$ cat config.mk
export PLATFORM = sky130hd
export DESIGN_NAME = spi_blkwr_engine
export DESIGN_NICKNAME = d
export VERILOG_FILES = /design/src/rtl/blkwr_pkg.sv /design/src/rtl/blkwr_crc16.sv /design/src/rtl/blkwr_ack_scan.sv /design/src/rtl/blkwr_pktseq.sv /design/src/rtl/spi_blkwr_engine.sv
export SDC_FILE = /design/constraint.sdc
export NUM_CORES = 1
export LEC_CHECK = 0
export ABC_AREA = 1
export BUFFER_PORTS_ARGS = -buffer_cell sky130_fd_sc_hd__buf_4
export CORE_ASPECT_RATIO = 2
export CORE_MARGIN = 5
export CORE_UTILIZATION = 55
export DETAILED_ROUTE_END_ITERATION = 10
export GPL_TIMING_DRIVEN = 0
export MAX_ROUTING_LAYER = met4
export PLACE_DENSITY = 0.74
export SLEW_MARGIN = 10
export SYNTH_ARGS = -nofsm -noshare
export SYNTH_HDL_FRONTEND = slang
export SYNTH_HIERARCHICAL = 1
export SYNTH_SLANG_ARGS = --single-unit
export TNS_END_PERCENT = 5
$ cat constraint.sdc
create_clock -name clk -period 2.6 [get_ports clk]
set_input_delay 0.26 -clock clk [delete_from_list [all_inputs] [get_ports clk]]
set_output_delay 0.26 -clock clk [all_outputs]
set_load 0.01 [all_outputs]
$ cat src/rtl/blkwr_pkg.sv
// Shared definitions for the packetized block write engine.
package blkwr_pkg;

    typedef enum logic [2:0] {
        ST_IDLE,
        ST_HDR,
        ST_DATA,
        ST_CRCH,
        ST_CRCL,
        ST_RESP,
        ST_CHECK
    } seq_st_e;

    localparam logic [3:0]  HDR_NIB    = 4'hF;
    localparam logic [3:0]  ACK_NIB    = 4'hC;
    localparam logic [3:0]  ACK_LAST   = 4'h3;
    localparam logic [1:0]  ORD_FIRST  = 2'd1;
    localparam logic [1:0]  ORD_INNER  = 2'd2;
    localparam logic [1:0]  ORD_LAST   = 2'd3;
    localparam logic [15:0] CRC_SEED   = 16'hFFFF;
    localparam logic [15:0] CRC_POLY   = 16'h1021;
    localparam int          RESP_BYTES = 4;
    localparam int          MIN_LEN    = 5;

endpackage

$ cat src/rtl/blkwr_crc16.sv
// Bytewise CRC-CCITT accumulator.
// Folds one byte per cycle into the register when upd is high.
// clr reloads the seed and takes priority over upd.
// Assumes clr and upd never come in the same cycle.
module blkwr_crc16
    import blkwr_pkg::*;
(
    input  logic        clk,
    input  logic        rst_n,
    input  logic        clr,
    input  logic        upd,
    input  logic [7:0]  din,
    output logic [15:0] crc_o
);

    logic [15:0]      crc_q;
    logic [8:0][15:0] stage;

    assign stage[0] = crc_q ^ {din, 8'h00};

    // One shift/xor step per input bit, MSB first.
    for (genvar b = 0; b < 8; b++) begin : g_bit
        assign stage[b+1] = stage[b][15] ? ((stage[b] << 1) ^ CRC_POLY)
                                         : (stage[b] << 1);
    end

    // Hold or advance the running remainder.
    always_ff @(posedge clk) begin
        if (!rst_n)   crc_q <= CRC_SEED;
        else if (clr) crc_q <= CRC_SEED;
        else if (upd) crc_q <= stage[8];
    end

    assign crc_o = crc_q;

    // every packet starts from the seed.
    a_r6_seed_after_clr: assert property (@(posedge clk) disable iff (!rst_n)
        clr |=> (crc_o == CRC_SEED));

endmodule

$ cat src/rtl/blkwr_ack_scan.sv
// Response window judge.
// win_i holds WIN bytes, with byte 0 (the first received) in the low bits.
// The judge takes the highest index from WIN-2 down to 0 whose upper nibble
// marks a response start. That byte must report a final packet and be
// followed by a zero status byte. Purely combinational.
module blkwr_ack_scan
    import blkwr_pkg::*;
#(
    parameter int WIN = RESP_BYTES
) (
    input  logic [WIN*8-1:0] win_i,
    output logic             ok_o
);

    // Ascending scan: the last match wins, which equals a backward search.
    always_comb begin
        ok_o = 1'b0;
        for (int k = 0; k <= WIN - 2; k++) begin
            if (win_i[k*8+4 +: 4] == ACK_NIB)
                ok_o = (win_i[k*8 +: 4] == ACK_LAST) &&
                       (win_i[(k+1)*8 +: 8] == 8'h00);
        end
    end

endmodule

$ cat src/rtl/blkwr_pktseq.sv
// Packet sequencer for the block write engine.
// It validates the request, cuts the payload into packets and emits each
// packet's header, payload and optional CRC. It then collects the response
// window and reports the verdict.
// Assumes LOG_MAX < LEN_W and a command phase that has already completed.
module blkwr_pktseq
    import blkwr_pkg::*;
#(
    parameter int LEN_W   = 16,
    parameter int LOG_MIN = 8,
    parameter int LOG_MAX = 13,
    parameter int LOG_W   = $clog2(LOG_MAX + 1)
) (
    input  logic                  clk,
    input  logic                  rst_n,
    input  logic                  start_i,
    input  logic [LEN_W-1:0]      len_i,
    input  logic [LOG_W-1:0]      log_i,
    input  logic                  crc_en_i,
    input  logic [7:0]            in_data_i,
    input  logic                  in_valid_i,
    output logic                  in_ready_o,
    output logic [7:0]            wr_data_o,
    output logic                  wr_valid_o,
    input  logic                  wr_ready_i,
    output logic                  rd_req_o,
    input  logic                  rd_valid_i,
    input  logic [7:0]            rd_data_i,
    input  logic [15:0]           crc_i,
    output logic                  crc_clr_o,
    output logic                  crc_upd_o,
    output logic [RESP_BYTES*8-1:0] win_o,
    input  logic                  ack_ok_i,
    output logic                  done_o,
    output logic                  err_o
);

    localparam int RIDX_W = $clog2(RESP_BYTES);

    seq_st_e                 st_q;
    logic [LEN_W-1:0]        rem_q;
    logic [LEN_W-1:0]        nleft_q;
    logic [LEN_W-1:0]        psize_q;
    logic                    first_q;
    logic                    last_q;
    logic                    crc_en_q;
    logic [RIDX_W-1:0]       ridx_q;
    logic [RESP_BYTES*8-1:0] win_q;
    logic                    done_q;
    logic                    err_q;

    logic                    last_now;
    logic [1:0]              ord;
    logic                    wr_hs;
    logic                    bad_req;

    // Packet classification for the header slot.
    always_comb begin
        last_now = (rem_q <= psize_q);
        if (last_now)     ord = ORD_LAST;
        else if (first_q) ord = ORD_FIRST;
        else              ord = ORD_INNER;
    end

    assign bad_req = (len_i < LEN_W'(MIN_LEN)) ||
                     (log_i < LOG_W'(LOG_MIN)) || (log_i > LOG_W'(LOG_MAX));

    // Output byte mux and valid per slot.
    always_comb begin
        wr_data_o  = 8'h00;
        wr_valid_o = 1'b0;
        unique case (st_q)
            ST_HDR:  begin wr_data_o = {HDR_NIB, 2'b00, ord}; wr_valid_o = 1'b1; end
            ST_DATA: begin wr_data_o = in_data_i;             wr_valid_o = in_valid_i; end
            ST_CRCH: begin wr_data_o = crc_i[15:8];           wr_valid_o = 1'b1; end
            ST_CRCL: begin wr_data_o = crc_i[7:0];            wr_valid_o = 1'b1; end
            default: ;
        endcase
    end

    assign wr_hs      = wr_valid_o && wr_ready_i;
    assign in_ready_o = (st_q == ST_DATA) && wr_ready_i;
    assign crc_clr_o  = (st_q == ST_HDR) && wr_hs;
    assign crc_upd_o  = (st_q == ST_DATA) && wr_hs;
    assign rd_req_o   = (st_q == ST_RESP);
    assign win_o      = win_q;
    assign done_o     = done_q;
    assign err_o      = err_q;

    // Sequencer state, counters and verdict.
    always_ff @(posedge clk) begin
        if (!rst_n) begin
            st_q     <= ST_IDLE;
            rem_q    <= '0;
            nleft_q  <= '0;
            psize_q  <= '0;
            first_q  <= 1'b0;
            last_q   <= 1'b0;
            crc_en_q <= 1'b0;
            ridx_q   <= '0;
            win_q    <= '0;
            done_q   <= 1'b0;
            err_q    <= 1'b0;
        end else begin
            done_q <= 1'b0;
            unique case (st_q)
                ST_IDLE: if (start_i) begin
                    crc_en_q <= crc_en_i;
                    ridx_q   <= '0;
                    if (bad_req) begin
                        done_q <= 1'b1;
                        err_q  <= 1'b1;
                    end else begin
                        err_q   <= 1'b0;
                        rem_q   <= len_i;
                        psize_q <= LEN_W'(1) << log_i;
                        first_q <= 1'b1;
                        st_q    <= ST_HDR;
                    end
                end
                ST_HDR: if (wr_hs) begin
                    nleft_q <= last_now ? rem_q : psize_q;
                    last_q  <= last_now;
                    st_q    <= ST_DATA;
                end
                ST_DATA: if (wr_hs) begin
                    nleft_q <= nleft_q - LEN_W'(1);
                    rem_q   <= rem_q - LEN_W'(1);
                    if (nleft_q == LEN_W'(1)) begin
                        first_q <= 1'b0;
                        if (crc_en_q)    st_q <= ST_CRCH;
                        else if (last_q) st_q <= ST_RESP;
                        else             st_q <= ST_HDR;
                    end
                end
                ST_CRCH: if (wr_hs) st_q <= ST_CRCL;
                ST_CRCL: if (wr_hs) st_q <= last_q ? ST_RESP : ST_HDR;
                ST_RESP: if (rd_valid_i) begin
                    win_q[{ridx_q, 3'b000} +: 8] <= rd_data_i;
                    ridx_q <= ridx_q + RIDX_W'(1);
                    if (ridx_q == RIDX_W'(RESP_BYTES - 1)) st_q <= ST_CHECK;
                end
                ST_CHECK: begin
                    done_q <= 1'b1;
                    err_q  <= !ack_ok_i;
                    st_q   <= ST_IDLE;
                end
                default: st_q <= ST_IDLE;
            endcase
        end
    end

    // a short block is refused on the next cycle.
    a_r1_short_reject: assert property (@(posedge clk) disable iff (!rst_n)
        (start_i && st_q == ST_IDLE && len_i < LEN_W'(MIN_LEN)) |=> (done_o && err_o));
    // no payload byte is taken beyond the packet or the block.
    a_r4_no_underflow: assert property (@(posedge clk) disable iff (!rst_n)
        (st_q == ST_DATA && wr_hs) |-> (nleft_q != '0 && rem_q != '0));
    // input is accepted only as a byte that is written at once.
    a_r7_in_passthru: assert property (@(posedge clk) disable iff (!rst_n)
        in_ready_o |-> (wr_ready_i && wr_data_o == in_data_i));
    // the response is read only after all payload has left.
    a_r8_rd_after_data: assert property (@(posedge clk) disable iff (!rst_n)
        rd_req_o |-> (rem_q == '0));
    // done lasts a single cycle.
    a_r10_done_pulse: assert property (@(posedge clk) disable iff (!rst_n)
        done_o |=> !done_o);
    // a stalled header or CRC byte stays put.
    a_r11_hold_byte: assert property (@(posedge clk) disable iff (!rst_n)
        (wr_valid_o && !wr_ready_i && st_q != ST_DATA) |=> (wr_valid_o && $stable(wr_data_o)));

endmodule

$ cat src/rtl/spi_blkwr_engine.sv
// Packetized SPI block write engine, top level.
// Joins the packet sequencer, the CRC accumulator and the response judge.
// Assumes the block-write command has already been accepted by the slave.
module spi_blkwr_engine
    import blkwr_pkg::*;
#(
    parameter int LEN_W   = 16,
    parameter int LOG_MIN = 8,
    parameter int LOG_MAX = 13,
    parameter int LOG_W   = $clog2(LOG_MAX + 1)
) (
    input  logic             clk,
    input  logic             rst_n,
    input  logic             start_i,
    input  logic [LEN_W-1:0] len_i,
    input  logic [LOG_W-1:0] log_i,
    input  logic             crc_en_i,
    input  logic [7:0]       in_data_i,
    input  logic             in_valid_i,
    output logic             in_ready_o,
    output logic [7:0]       wr_data_o,
    output logic             wr_valid_o,
    input  logic             wr_ready_i,
    output logic             rd_req_o,
    input  logic             rd_valid_i,
    input  logic [7:0]       rd_data_i,
    output logic             done_o,
    output logic             err_o
);

    logic [15:0]             crc;
    logic                    crc_clr;
    logic                    crc_upd;
    logic [RESP_BYTES*8-1:0] win;
    logic                    ack_ok;

    blkwr_pktseq #(
        .LEN_W(LEN_W), .LOG_MIN(LOG_MIN), .LOG_MAX(LOG_MAX), .LOG_W(LOG_W)
    ) u_seq (
        .clk(clk), .rst_n(rst_n), .start_i(start_i), .len_i(len_i),
        .log_i(log_i), .crc_en_i(crc_en_i), .in_data_i(in_data_i),
        .in_valid_i(in_valid_i), .in_ready_o(in_ready_o), .wr_data_o(wr_data_o),
        .wr_valid_o(wr_valid_o), .wr_ready_i(wr_ready_i), .rd_req_o(rd_req_o),
        .rd_valid_i(rd_valid_i), .rd_data_i(rd_data_i), .crc_i(crc),
        .crc_clr_o(crc_clr), .crc_upd_o(crc_upd), .win_o(win),
        .ack_ok_i(ack_ok), .done_o(done_o), .err_o(err_o)
    );

    blkwr_crc16 u_crc (
        .clk(clk), .rst_n(rst_n), .clr(crc_clr), .upd(crc_upd),
        .din(wr_data_o), .crc_o(crc)
    );

    blkwr_ack_scan #(.WIN(RESP_BYTES)) u_ack (
        .win_i(win), .ok_o(ack_ok)
    );

endmodule

# Word-level counts from Yosys, hierarchy flattened
# Index checks and enable logic that the tools add are counted.
# word_totals
ff_bits	106
input_bits	43
output_inout_bits	13
wordCells	136
# classes
add_sub_neg	4
n_lt_le_gt_ge	4
eq_ne	23
shift	3
mux	49
bitwise	11
n_reduce_logical	30
# op_table
cell	n
13-bit two-way mux	8
16-bit two-way mux	6
16-bit case mux with 2 select lines	2
3-bit two-way mux	11
32-bit bitwise mux	1
8-bit case mux with 4 select lines	1
8-bit by 7-bit variable shift with 32-bit output (first input constant)	1
8-bit by 7-bit variable part select with 32-bit output	1
16-bit by 1-bit subtractor with 16-bit output (second input constant)	2
8-bit logical NOT	3
3-bit inverter	8
3-bit case mux with 6 select lines	1
16-bit by 1-bit equality test with 1-bit output (second input constant)	1
16-bit less-or-equal comparator	1
16-bit by 3-bit less-than comparator with 1-bit output (second input constant)	1
1-bit by 4-bit left shift with 16-bit output (first input constant)	1
16-bit bitwise XOR	1
4-bit by 2-bit equality test with 1-bit output (second input constant)	3
4-bit equality test (second input constant)	3
2-bit by 1-bit != test with 1-bit output (second input constant)	6
1-bit two-way mux	10
3-bit equality test (second input constant)	3
3-bit AND reduction	3
9-bit AND reduction	1
22 further kinds	45

# Logic depth before layout (Yosys ltp)
# Gate-level depths: netlist (run 1).
# logic_depth
depth_word	20
depth_mapped	23
ltp_nobuf	22

# Cells and area by module
# The synthesis (run 1) kept the hierarchy.
# by_module_without_submodules
mod	instances	cells_each	area_per_inst_um2	seq_area_each_um2
blkwr_pktseq	1	798	5346.4	1801.7
blkwr_crc16	1	184	1131.1	320.3
blkwr_ack_scan	1	44	187.7	0.0

# Worst setup path after synthesis (run 1)
# No wires, ideal clock.
# synth_timing
path_kind	reg2reg
from	reg u_seq.psize_q[15]
to	reg u_crc.crc_q[5] (netlist: u_crc/crc_o[5])
setup_ps	115
arrival_ps	2334
required_ps	2485
slack_ps	151
stages_incl_launch_ff	19
path_buffers	1
period_less_slack_ps	2449
path_cell_list	dfxtp_1 > inv_1 > ha_1 > nand2_1 > nor3_1 > nand2_1 > nand2_2 > nand2_2 > buf_2 > o21ai_0 > nand4_1 > inv_1 > nand2_1 > nand2_1 > nand2_1 > nand2_2 > nand2_1 > nand3_1 > nand2_1
# synth_between
elab_chain_len	10
# synth_lines
item	line_no	text
from (decl)	blkwr_pktseq.sv:43	logic [LEN_W-1:0] psize_q;
from (signal assigned)	blkwr_pktseq.sv:116	psize_q <= LEN_W'(1) << log_i;
16-bit less-or-equal comparator *	blkwr_pktseq.sv:59	last_now = (rem_q <= psize_q);
2-bit two-way mux *	blkwr_pktseq.sv:60	if (last_now) ord = ORD_LAST;
8-bit case mux with 4 select lines *	blkwr_pktseq.sv:72	unique case (st_q)
net wr_data_o[0]	spi_blkwr_engine.sv:21	output logic [7:0] wr_data_o,
16-bit bitwise XOR *	blkwr_crc16.sv:19	assign stage[0] = crc_q ^ {din, 8'h00};
13-bit two-way mux * (3 in a row)	blkwr_crc16.sv:23	assign stage[b+1] = stage[b][15] ? ((stage[b] << 1) ^ CRC_POLY)
3-bit inverter (no source line)	--	
13-bit two-way mux * (2 in a row)	blkwr_crc16.sv:23	
to (signal assigned)	blkwr_crc16.sv:31	else if (upd) crc_q <= stage[8];
to (decl)	blkwr_crc16.sv:16	logic [15:0] crc_q;
# The timed path passes the listed nets; every way through them passes the cells marked *.
# A chain may end at the register's enable or synchronous reset.

# Worst setup path after layout (run 1)
# layout_timing
from	reg u_seq.rem_q[11]
to	out wr_data_o[0]
# layout_between
elab_chain_len	3
# layout_lines
item	line_no	text
from (decl)	blkwr_pktseq.sv:41	logic [LEN_W-1:0] rem_q;
from (signal assigned)	blkwr_pktseq.sv:115	rem_q <= len_i;
from (signal assigned)	blkwr_pktseq.sv:128	rem_q <= rem_q - LEN_W'(1);
16-bit less-or-equal comparator	blkwr_pktseq.sv:59	
2-bit two-way mux	blkwr_pktseq.sv:60	
8-bit case mux with 4 select lines	blkwr_pktseq.sv:72	
to (decl)	spi_blkwr_engine.sv:21	
# Every way passes these cells.

==> results of run 1 <==
layout by cell type (no fill, tap or decap), types with 4 or more instances in the layout:
cell type	instances
o21ai_0	82
nand3b_1	6
buf_2	5
ha_1	21
nor3_1	8
a31oi_1	6
a311oi_1	8
nand2_4	6
dfxtp_1	97
clkbuf_16	9
nor2_2	5
o211ai_1	5
xnor2_1	5
nand2_1	253
ha_4	4
inv_1	100
buf_4	79
or3_1	8
nand2_2	17
xor2_1	6
clkbuf_1	19
nor2_1	90
inv_2	15
a21oi_1	100
dfxtp_2	7
nand3_1	69
nand4_1	16
o211a_1	8
stage by stage:
| step | TNS, ps | util [%] | setup slack, ps | power [W] | cell area (um2) |
|---|---|---|---|---|---|
| after floorplan | 0 | - | 151.3 | 0.005238 | 6665 |
| after global placement | -3015 | 60.25 | -432.3 | 0.006474 | 7262 |
| after detailed placement | -4510 | 60.25 | -443.8 | 0.006521 | 7262 |
| after CTS | 0 | 63.74 | 0.03308 | 0.008232 | 7682 |
| after global routing | -191.1 | 64.59 | -52.98 | 0.009070 | 7785 |
| final | 0 | 64.59 | 89.99 | 0.008449 | 7785 |
path summary, 6_finish.rpt:
kind | slack, ps | depth (start not counted) | start | end
max | 90 | 9 | u_seq/rem_q[11] | wr_data_o[0]
min | 190 | 3 | rd_data_i[2] | u_seq/win_o[18]
max reg2reg | 100 | 11 | u_seq/rem_q[11] | u_seq/nleft_q[4]
min reg2reg | 460 | 2 | u_seq/psize_q[1] | u_seq/psize_q[1]
worst register-to-register path, stage by stage, from the launching register on:
cell	delay [ps]
dfxtp_4	380
ha_4	280
nand4_1	190
nor3_2	220
buf_4	160
nand3_4	170
nand2_8	140
buf_4	190
buf_2	250
o21ai_0	160
nand2_1	160
a21oi_1	90
sequential cells by signal (all words and copies together) (netlist names):
name / cells
u_crc/crc_o: 16
u_seq/st_q: 3
u_seq/psize_q: 16
u_seq/win_o: 32
u_seq/nleft_q: 16
u_seq/crc_en_q: 1
u_seq/done_o: 1
u_seq/rem_q: 16
u_seq/first_q: 1
u_seq/ridx_q: 2
u_seq/err_o: 1
u_seq/last_q: 1
Yosys cell counts, types with 2 or more instances:
library cell / count
nor2_2: 4
ha_1: 25
nand3_1: 71
o21ai_1: 2
o211a_1: 8
or2_2: 3
nand3b_1: 6
xor2_1: 6
clkbuf_1: 21
nor2_1: 93
dfxtp_1: 106
nor3_1: 9
o22ai_1: 2
a21oi_1: 100
inv_1: 104
or3_1: 8
buf_4: 14
a211oi_1: 2
clkinv_1: 2
a311oi_1: 8
buf_2: 8
nand2_2: 19
nor3b_1: 2
o21a_1: 3
inv_2: 11
o211ai_1: 5
xnor2_1: 5
a31oi_1: 6
o21ai_0: 83
nand2_1: 254
buf_6: 2
nand4_1: 16
o31ai_1: 2
nand2_4: 4
repair_timing:
| action | 4_1_cts | 5_1_grt |
|---|---|---|
| setup buffers | 5 | 5 |
| gates resized for setup | 19 | 22 |
| setup endpoints to repair | 47 | 38 |
| pin swaps | 7 | 10 |
| gates cloned | 0 | 0 |
logic make-up after synthesis:
logic type,synth area share [%]
and+or+nand+nor,32.46
buffers and inverters,10.62
AOI/OAI and AO/OA,18.94
adders and majority gates,4.693
DFF,31.84
xor gates and xnor gates,1.445
cell type report:
cell class	count	area, um2	share of cell area (%)
clock inverter	7	82.58	1.061
buffer	47	271.5	3.488
inverter	117	440.4	5.657
sequential	106	2138	27.47
timing repair buffer	65	491.7	6.316
multi-input combinational	755	3951	50.76
tap	147	183.9	2.363
clock buffer	9	225.2	2.893
power groups by stage:
| stage | Combinational (W) | Sequential [W] | Clock (W) |
|---|---|---|---|
| after floorplan | 0.00320 | 0.00204 | 0 |
| after global placement | 0.00437 | 0.00210 | 0 |
| after detailed placement | 0.00442 | 0.00211 | 0 |
| after CTS | 0.00473 | 0.00208 | 0.00142 |
| after global routing | 0.00546 | 0.00212 | 0.00149 |
| final | 0.00495 | 0.00209 | 0.00140 |
layer usage:
metal	vias up	wire length, um	GRT usage, %
li1	3521	-	-
met1	3215	7244	28.94
met2	243	10660	50.66
met3	80	848	3.429
met4	0	1506	19.64
met5	-	0	-
==> flow_summary_export.csv, run 1 <==
group,metric,value,unit
run_status,status,"complete, no violations",
die,coreArea,12050,um2
synth,synth_edf_count,0,
die,die_w,87.84,um
critical_path,crit_required,2340,ps
layout,fill_cells,1182,
layout,final_layout_size_suffix_gt1_share,16.09,%
power_and_ir_drop,irDropWorstVdd,0.6569,mV
clock_tree,cts_num_sinks,106,
synth,syn_inst,1026,
synth,synth_top_area_share,31.84,%
route,wl_per_cell,16.17,um
clock_tree,numCtsBuffers,9,
timing,fin_crit,2510,ps
route,ant_nets,0,
critical_path,startpoint_type,"flip-flop",
die,std_cell_rows,57,
layout,antenna_cells,0,
power_and_ir_drop,p_clk_share,16.6,%
clock_tree,cts_root_buf,"clkbuf_16",
clock_tree,insertion_delay,360,ps
synth,synth-seq-area-share,31.84,%
power_and_ir_drop,seq_power_share,24.8,%
synth,synth_area_leaders,"dfxtp_1, nand2_1, a21oi_1",
timing,worst_pin_slew,886.0,ps
timing,hold_ws,186.4,ps
clock_tree,cts_buffer_depth,2,
place,place.gp.congestion,1.025,
global_route,grt_usage,29.03,%
timing,fin_skew,12.16,ps
critical_path,critPathTopFamily,"simple AND/OR/NAND/NOR gates",
route,routed_wl,20260,um
clock_tree,cts_max_level,3,
route,post-route-drc-count,0,
layout,syn_to_final_growth,16.80,%
timing,hold_violations,0,
synth,synth_largest_area_cell,"dfxtp_1",
place,port_buffers,55,
place,post-dp-hpwl,15460,um
global_route,grt_antenna_before_repair,0,
route,first_iter_violations,405,
power_and_ir_drop,combPwrFrac,58.6,%
synth,synth_ff_type,"dfxtp_1",
timing,setup_viol,0,
critical_path,crit_path_top_delay_cell,"dfxtp_4",
critical_path,critPathKind,"flip-flop to primary output",
place,place_inst,1228,
route,vias_per_cell,5.634,
timing,max_freq,398.4,MHz
die,dieArea,14550,um2
critical_path,cp_cell_sequence,"ha_4, nand4_1, nor3_2, buf_4, nand3_4, nand2_8, o21ai_1, nand4_1, buf_4",
global_route,grt_pass1_wl,32510,um
critical_path,path_buf_inv,2,
timing,finalCritPeriodShare,96.54,%
global_route,grt_start_max_net_pins,22,
route,vias,7059,
global_route,grt_overflow,0,
critical_path,crit_fanout,8,
clock_tree,cts_tree,"built",
die,die_h,165.7,um
synth,syn-cell-area,6665,um2
synth,synth_fp_nets,1094,
die,start_util,55.30,%
run,maxCapViolCount,0,
critical_path,max_stage_delay,380,ps
critical_path,cp-end-kind,"primary output",
synth,synth.avg_cell_area,6.496,um2
timing,max_slew_margin,40.61,%
global_route,grt_pass1_vias,6756,
route,drtPass1Iterations,5,
synth,ys_ff_latch,106,
power_and_ir_drop,switching_share,49.21,%
power_and_ir_drop,power_density,1085,nW/um2
hold_path,hold_path_class,"input port to flip-flop",
synth,ys_async_sr_fraction,0,%
timing,drv_slew,0,
synth,ys_warn_count,6,
timing,rsz0062_at_grt,"yes",
clock_tree,cts.clk_slew.worst_paths,90,ps
clock_tree,cts_hold_buf,0,
power_and_ir_drop,leakagePower,3.723,nW
layout,nNetsFinal,1169,
power_and_ir_drop,p_int,0.004291,W
synth,synth_cell_types,46,
die,ios,56,
power_and_ir_drop,switching_power,0.004158,W
layout,instances_no_fill,1253,
critical_path,cp.arrival,2250,ps
Note: power is estimated with default switching activity, not from simulation.
==> inputs of run 2 (changes only) <==
==> constraint.sdc (replaced) <==
create_clock -name clk -period 2.61 [get_ports clk]
set_input_delay 0.261 -clock clk [delete_from_list [all_inputs] [get_ports clk]]
set_output_delay 0.261 -clock clk [all_outputs]
set_load 0.01 [all_outputs]
==> run 2 against run 1 <==
Clock-buffer cell count did not move. Hold slack improved by 1.9 ps. Register-to-register slack gained 30 ps. Routed wire length about the same. Die area unchanged. Flip-flop and latch count unchanged. Clock skew is 0.74 ps lower. Worst setup slack better by 24 ps. Critical path type unchanged. Largest power group unchanged.
==> flow_summary_export.csv, run 2 (synthesis gave the netlist of run 1 again) <==
group,metric,value,unit
run_status,status,"complete, no violations",
hold_path,hold_path_class,"input port to flip-flop",
place,place_inst,1228,
die,std_cell_rows,57,
die,ios,56,
layout,multiInputGateArea,3936,um2
layout,antenna_cells,0,
power_and_ir_drop,leakagePower,3.723,nW
timing,drv_slew,0,
critical_path,startpoint_type,"flip-flop",
critical_path,crit_path_top_delay_cell,"dfxtp_2",
critical_path,critPathKind,"flip-flop to primary output",
place,port_buffers,55,
clock_tree,cts_tree,"built",
run,maxCapViolCount,0,
critical_path,reg2reg_depth,12,
clock_tree,insertion_delay,360,ps
timing,setup_viol,0,
layout,register_area,2138,um2
critical_path,cp.arrival,2230,ps
clock_tree,cts_buffer_depth,2,
hold_path,min_to,"u_seq/win_o[18]",
timing,finalCritPeriodShare,95.63,%
route,routed_wl,20270,um
die,start_util,55.30,%
timing,max_slew_margin,41.27,%
layout,postLayoutCellArea,7770,um2
place,post-dp-hpwl,15460,um
critical_path,crit_fanout,8,
critical_path,cp_cell_sequence,"inv_2, ha_4, nand4_1, nor3_2, buf_4, nand3_4, nand2_8, o21ai_1, nand4_1, buf_4",
layout,instances_no_fill,1253,
critical_path,r2r_slack,130,ps
route,drtPass1Iterations,4,
route,first_iter_violations,422,
global_route,busiest_layer,"met2",
timing,max_freq,400.7,MHz
clock_tree,numCtsBuffers,9,
clock_tree,cts_max_level,3,
global_route,grt.met3_usage,3.429,%
global_route,grt_pass1_wl,32510,um
power_and_ir_drop,power_density,1081,nW/um2
timing,hold_violations,0,
global_route,grt_use_met2,50.66,%
clock_tree,cts_num_sinks,106,
layout,largest_register_ffs,32,
clock_tree,cts_root_buf,"clkbuf_16",
die,die_h,165.7,um
layout,final_layout_size_suffix_gt1_share,15.91,%
route,vias_per_cell,5.626,
hold_path,holdCritStartpoint,"rd_data_i[2]",
timing,worst_pin_slew,876.2,ps
layout,final_common_cell,"nand2_1",
die,coreArea,12050,um2
layout,fill_cells,1184,
timing,fin_skew,11.42,ps
critical_path,max_stage_delay,340,ps
route,ant_nets,0,
layout,final_cell_mix,"nand2_1, inv_1, a21oi_1",
die,dieArea,14550,um2
timing,rsz0062_at_grt,"yes",
hold_path,holdPathStages,3,
route,vias,7050,
layout,syn_to_final_growth,16.58,%
global_route,grt_start_max_net_pins,22,
timing,fin_crit,2496,ps
timing,hold_ws,188.3,ps
layout,finish.utilization,64.47,%
power_and_ir_drop,power,0.008401,W
place,dpl_cell_area,7262,um2
place,place.gp.congestion,1.025,
critical_path,timing.rr.end,"u_seq/nleft_q[4]",
power_and_ir_drop,irDropWorstVdd,0.6468,mV
global_route,grt_usage,29.03,%
global_route,grt_use_met1,28.94,%
critical_path,crit_required,2350,ps
die,die_w,87.84,um
route,wl_per_cell,16.18,um
global_route,grt_overflow,0,
layout,nNetsFinal,1169,
global_route,grt_pass1_vias,6756,
critical_path,r2r-start,"u_seq/psize_q[11]",
route,post-route-drc-count,0,
critical_path,cp-end-kind,"primary output",
clock_tree,cts.clk_slew.worst_paths,80,ps
global_route,grt_antenna_before_repair,0,
[run 2: worst max-delay path by stage]
| stage | from | to | slack [ps] | cells after the start |
|---|---|---|---|---|
| 2_1_floorplan | u_seq/psize_q[15] | u_crc/crc_o[5] | 160 | 18 |
| 3_3_place_gp | u_seq/rem_q[10] | u_crc/crc_o[5] | -420 | 17 |
| 3_5_place_dp | u_seq/rem_q[10] | u_crc/crc_o[5] | -430 | 17 |
| 4_1_cts | u_seq/psize_q[11] | wr_data_o[0] | 9 | 10 |
| 5_1_grt | u_seq/psize_q[11] | u_crc/crc_o[13] | -60 | 19 |
| 6_report | u_seq/psize_q[11] | wr_data_o[0] | 110 | 10 |
[run 2: power by group]
part           total [W]  switching, W  internal [W]
logic            0.00492       0.00318       0.00174
clock network    0.00140      0.000716      0.000684
registers        0.00208      0.000242       0.00184
[run 2: worst max-delay path: cells and delay by family (launching register included)]
kind / cells / cell delay (ps)
flops: 1 / 340
simple gates: 5 / 850
compound gates: 1 / 60
buf+inv: 3 / 360
fa+ha+maj: 1 / 260
[run 2: timing repair]
action	4_1_cts	5_1_grt
endpoints found under the setup margin	44	38
hold buffers	0	0
setup buffers	5	5
endpoints found under the hold margin	0	0
pin swaps	7	5
gates resized for setup	19	20
[run 2: final cells by class]
class | instances | share of cell area, %
plain buffers | 47 | 3.494
clock buffers | 9 | 2.899
clock inverters | 7 | 1.063
inverters | 117 | 5.668
multi-input cells | 755 | 50.66
flip-flops and latches | 106 | 27.52
well taps | 147 | 2.367
repair buffers | 65 | 6.329
[run 2: metrics by stage]
stage | TNS, ps | setup WS, ps
floorplan | 0 | 161.3
global placement | -2784 | -422.3
detailed placement | -4177 | -433.8
CTS | 0 | 9.033
global route | -164.0 | -58.89
finish | 0 | 114.1
[run 2: per-layer routing]
metal,up-vias,share of wire (%)
met2,226,52
met3,76,3.8
met5,-,0
met1,3228,36
li1,3520,-
met4,0,7.4
==> inputs of run 3 (changes only) <==
--- a/config.mk
+++ b/config.mk
@@ -14,6 +14,7 @@
 export GPL_TIMING_DRIVEN = 0
 export MAX_ROUTING_LAYER = met4
 export PLACE_DENSITY = 0.74
+export SETUP_SLACK_MARGIN = 0.15
 export SLEW_MARGIN = 10
 export SYNTH_ARGS = -nofsm -noshare
 export SYNTH_HDL_FRONTEND = slang
==> run 3 against run 2 <==
Global-route usage increased by 0.81 points. Highest routed layer unchanged. Critical endpoint unchanged. Combinational power increased by 7.3%. Critical path type unchanged. Non-clock buffer count rose by 8. Via count is 1.3% higher.
==> flow_summary_export.csv, run 3 (synthesis gave the netlist of run 1 again) <==
group,metric,value,unit
global_route,grt_start_max_net_pins,22,
critical_path,cp.arrival,2330,ps
die,coreArea,12050,um2
critical_path,r2r_slack,120,ps
critical_path,cp-end-kind,"primary output",
timing,max_freq,386.0,MHz
route,ant_nets,0,
layout,final_cell_mix,"nand2_1, inv_1, a21oi_1",
critical_path,path_buf_inv,3,
timing,hold_ws,184.9,ps
timing,setup_viol,0,
critical_path,crit_required,2350,ps
clock_tree,cts_root_buf,"clkbuf_16",
clock_tree,cts_max_level,3,
critical_path,max_stage_delay,340,ps
power_and_ir_drop,leakagePower,3.770,nW
critical_path,critPathTopFamily,"simple AND/OR/NAND/NOR gates",
global_route,grt_pass1_wl,33300,um
die,dieArea,14550,um2
timing,fin_crit,2591,ps
clock_tree,cts_tree,"built",
global_route,grt_usage,29.83,%
timing,drv_slew,0,
critical_path,crit_path_top_delay_cell,"dfxtp_2",
timing,max_slew_margin,41.64,%
critical_path,cpMostUsedCell,"nand4_1",
route,vias_per_cell,5.666,
global_route,grt_antenna_before_repair,0,
layout,final_common_cell,"nand2_1",
power_and_ir_drop,irDropWorstVdd,0.7020,mV
route,first_iter_violations,439,
die,die_w,87.84,um
timing,finalCritPeriodShare,99.26,%
clock_tree,cts.clk_slew.worst_paths,80,ps
route,routed_wl,20900,um
timing,worst_pin_slew,870.7,ps
run,maxCapViolCount,0,
critical_path,cp_cell_sequence,"inv_2, ha_4, nand4_1, nor3_2, nand2_1, nand2_4, nand2_8, buf_6, o21ai_2, nand4_1, buf_4",
timing,fin_skew,13.10,ps
timing,hold_violations,0,
route,wl_per_cell,16.57,um
place,post-dp-hpwl,15460,um
die,die_h,165.7,um
route,post-route-drc-count,0,
critical_path,startpoint_type,"flip-flop",
clock_tree,numCtsBuffers,9,
timing,tns,0,ps
critical_path,crit_fanout,3,
timing,rsz0062_at_grt,"yes",
route,drtPass1Iterations,7,
layout,syn_to_final_growth,18.40,%
critical_path,critPathKind,"flip-flop to primary output",
layout,nNetsFinal,1177,
clock_tree,cts_num_sinks,106,
die,start_util,55.30,%
hold_path,hold_path_class,"input port to flip-flop",
run_status,status,"complete, no violations",
global_route,grt_overflow,0,
global_route,grt_pass1_vias,6891,
die,ios,56,
clock_tree,cts_buffer_depth,2,
place,place.gp.congestion,1.025,
power_and_ir_drop,power_density,1109,nW/um2
route,vias,7145,
clock_tree,insertion_delay,360,ps
layout,antenna_cells,0,
place,port_buffers,55,
layout,final_layout_size_suffix_gt1_share,17.50,%
layout,largest_register_ffs,32,
die,std_cell_rows,57,
==> run 3: changes by cell type in the layout (fill, tap and decap cells not counted), sizes merged <==
cell | before | now
buf | 88 | 98
clkinvlp | 1 | 2
clkinv | 5 | 4
clkbuf | 33 | 31
==> run 3: layer usage <==
metal / track usage, % / vias up / part of all wire, %
li1: - / 3536 / -
met1: 29.30 / 3284 / 35
met2: 52.43 / 240 / 53
met3: 4.175 / 85 / 4.4
met4: 19.51 / 0 / 6.9
met5: - / - / 0
==> run 3: through the flow <==
| stage | util, % | area [um2] | cells | setup WS (ps) | total power (W) |
|---|---|---|---|---|---|
| 2_1_floorplan | - | 6665 | 1026 | 161.3 | 0.005218 |
| 3_3_place_gp | 60.25 | 7262 | 1228 | -422.3 | 0.006449 |
| 3_5_place_dp | 60.25 | 7262 | 1228 | -433.8 | 0.006496 |
| 4_1_cts | 64.79 | 7809 | 1259 | 38.26 | 0.008492 |
| 5_1_grt | 65.47 | 7891 | 1261 | -48.23 | 0.009360 |
| 6_report | 65.47 | 7891 | 1261 | 19.36 | 0.008750 |
==> run 3: final cells by class <==
type	instances	area, um2
Inverter	117	446.7
Tap cell	147	183.9
Sequential cell	106	2141
Multi-Input combinational cell	755	3966
Timing Repair Buffer	72	556.8
Clock inverter	7	82.58
Buffer	48	289.0
Fill cell	1174	4161
Clock buffer	9	225.2
==> run 3: final timing paths <==
check / endpoint / from / cells past startpoint
max: wr_data_o[0] / u_seq/psize_q[11] / 11
min reg2reg: u_seq/psize_q[1] / u_seq/psize_q[1] / 2
min: u_seq/win_o[18] / rd_data_i[2] / 3
max reg2reg: u_crc/crc_o[13] / u_seq/psize_q[11] / 19
==> run 3: where the power goes <==
| group | internal, W | total (W) | switching [W] |
|---|---|---|---|
| combinational | 0.00193 | 0.00528 | 0.00335 |
| clock | 0.000684 | 0.00140 | 0.000716 |
| sequential | 0.00184 | 0.00207 | 0.000231 |
| total | 0.00445 | 0.00875 | 0.00430 |
==> run 3: worst min-delay path, stage by stage <==
cell and delay (ps):
buf_4 90, a21oi_1 70, nor2_1 90
==> run 3: repair_timing <==
| item | 4_1_cts | 5_1_grt |
|---|---|---|
| gates resized for setup | 33 | 25 |
| buffers inserted | 15 | 2 |
| setup endpoints to repair | 60 | 55 |
| hold buffers | 0 | 0 |
| pin swaps | 6 | 14 |
| hold endpoints to repair | 0 | 0 |
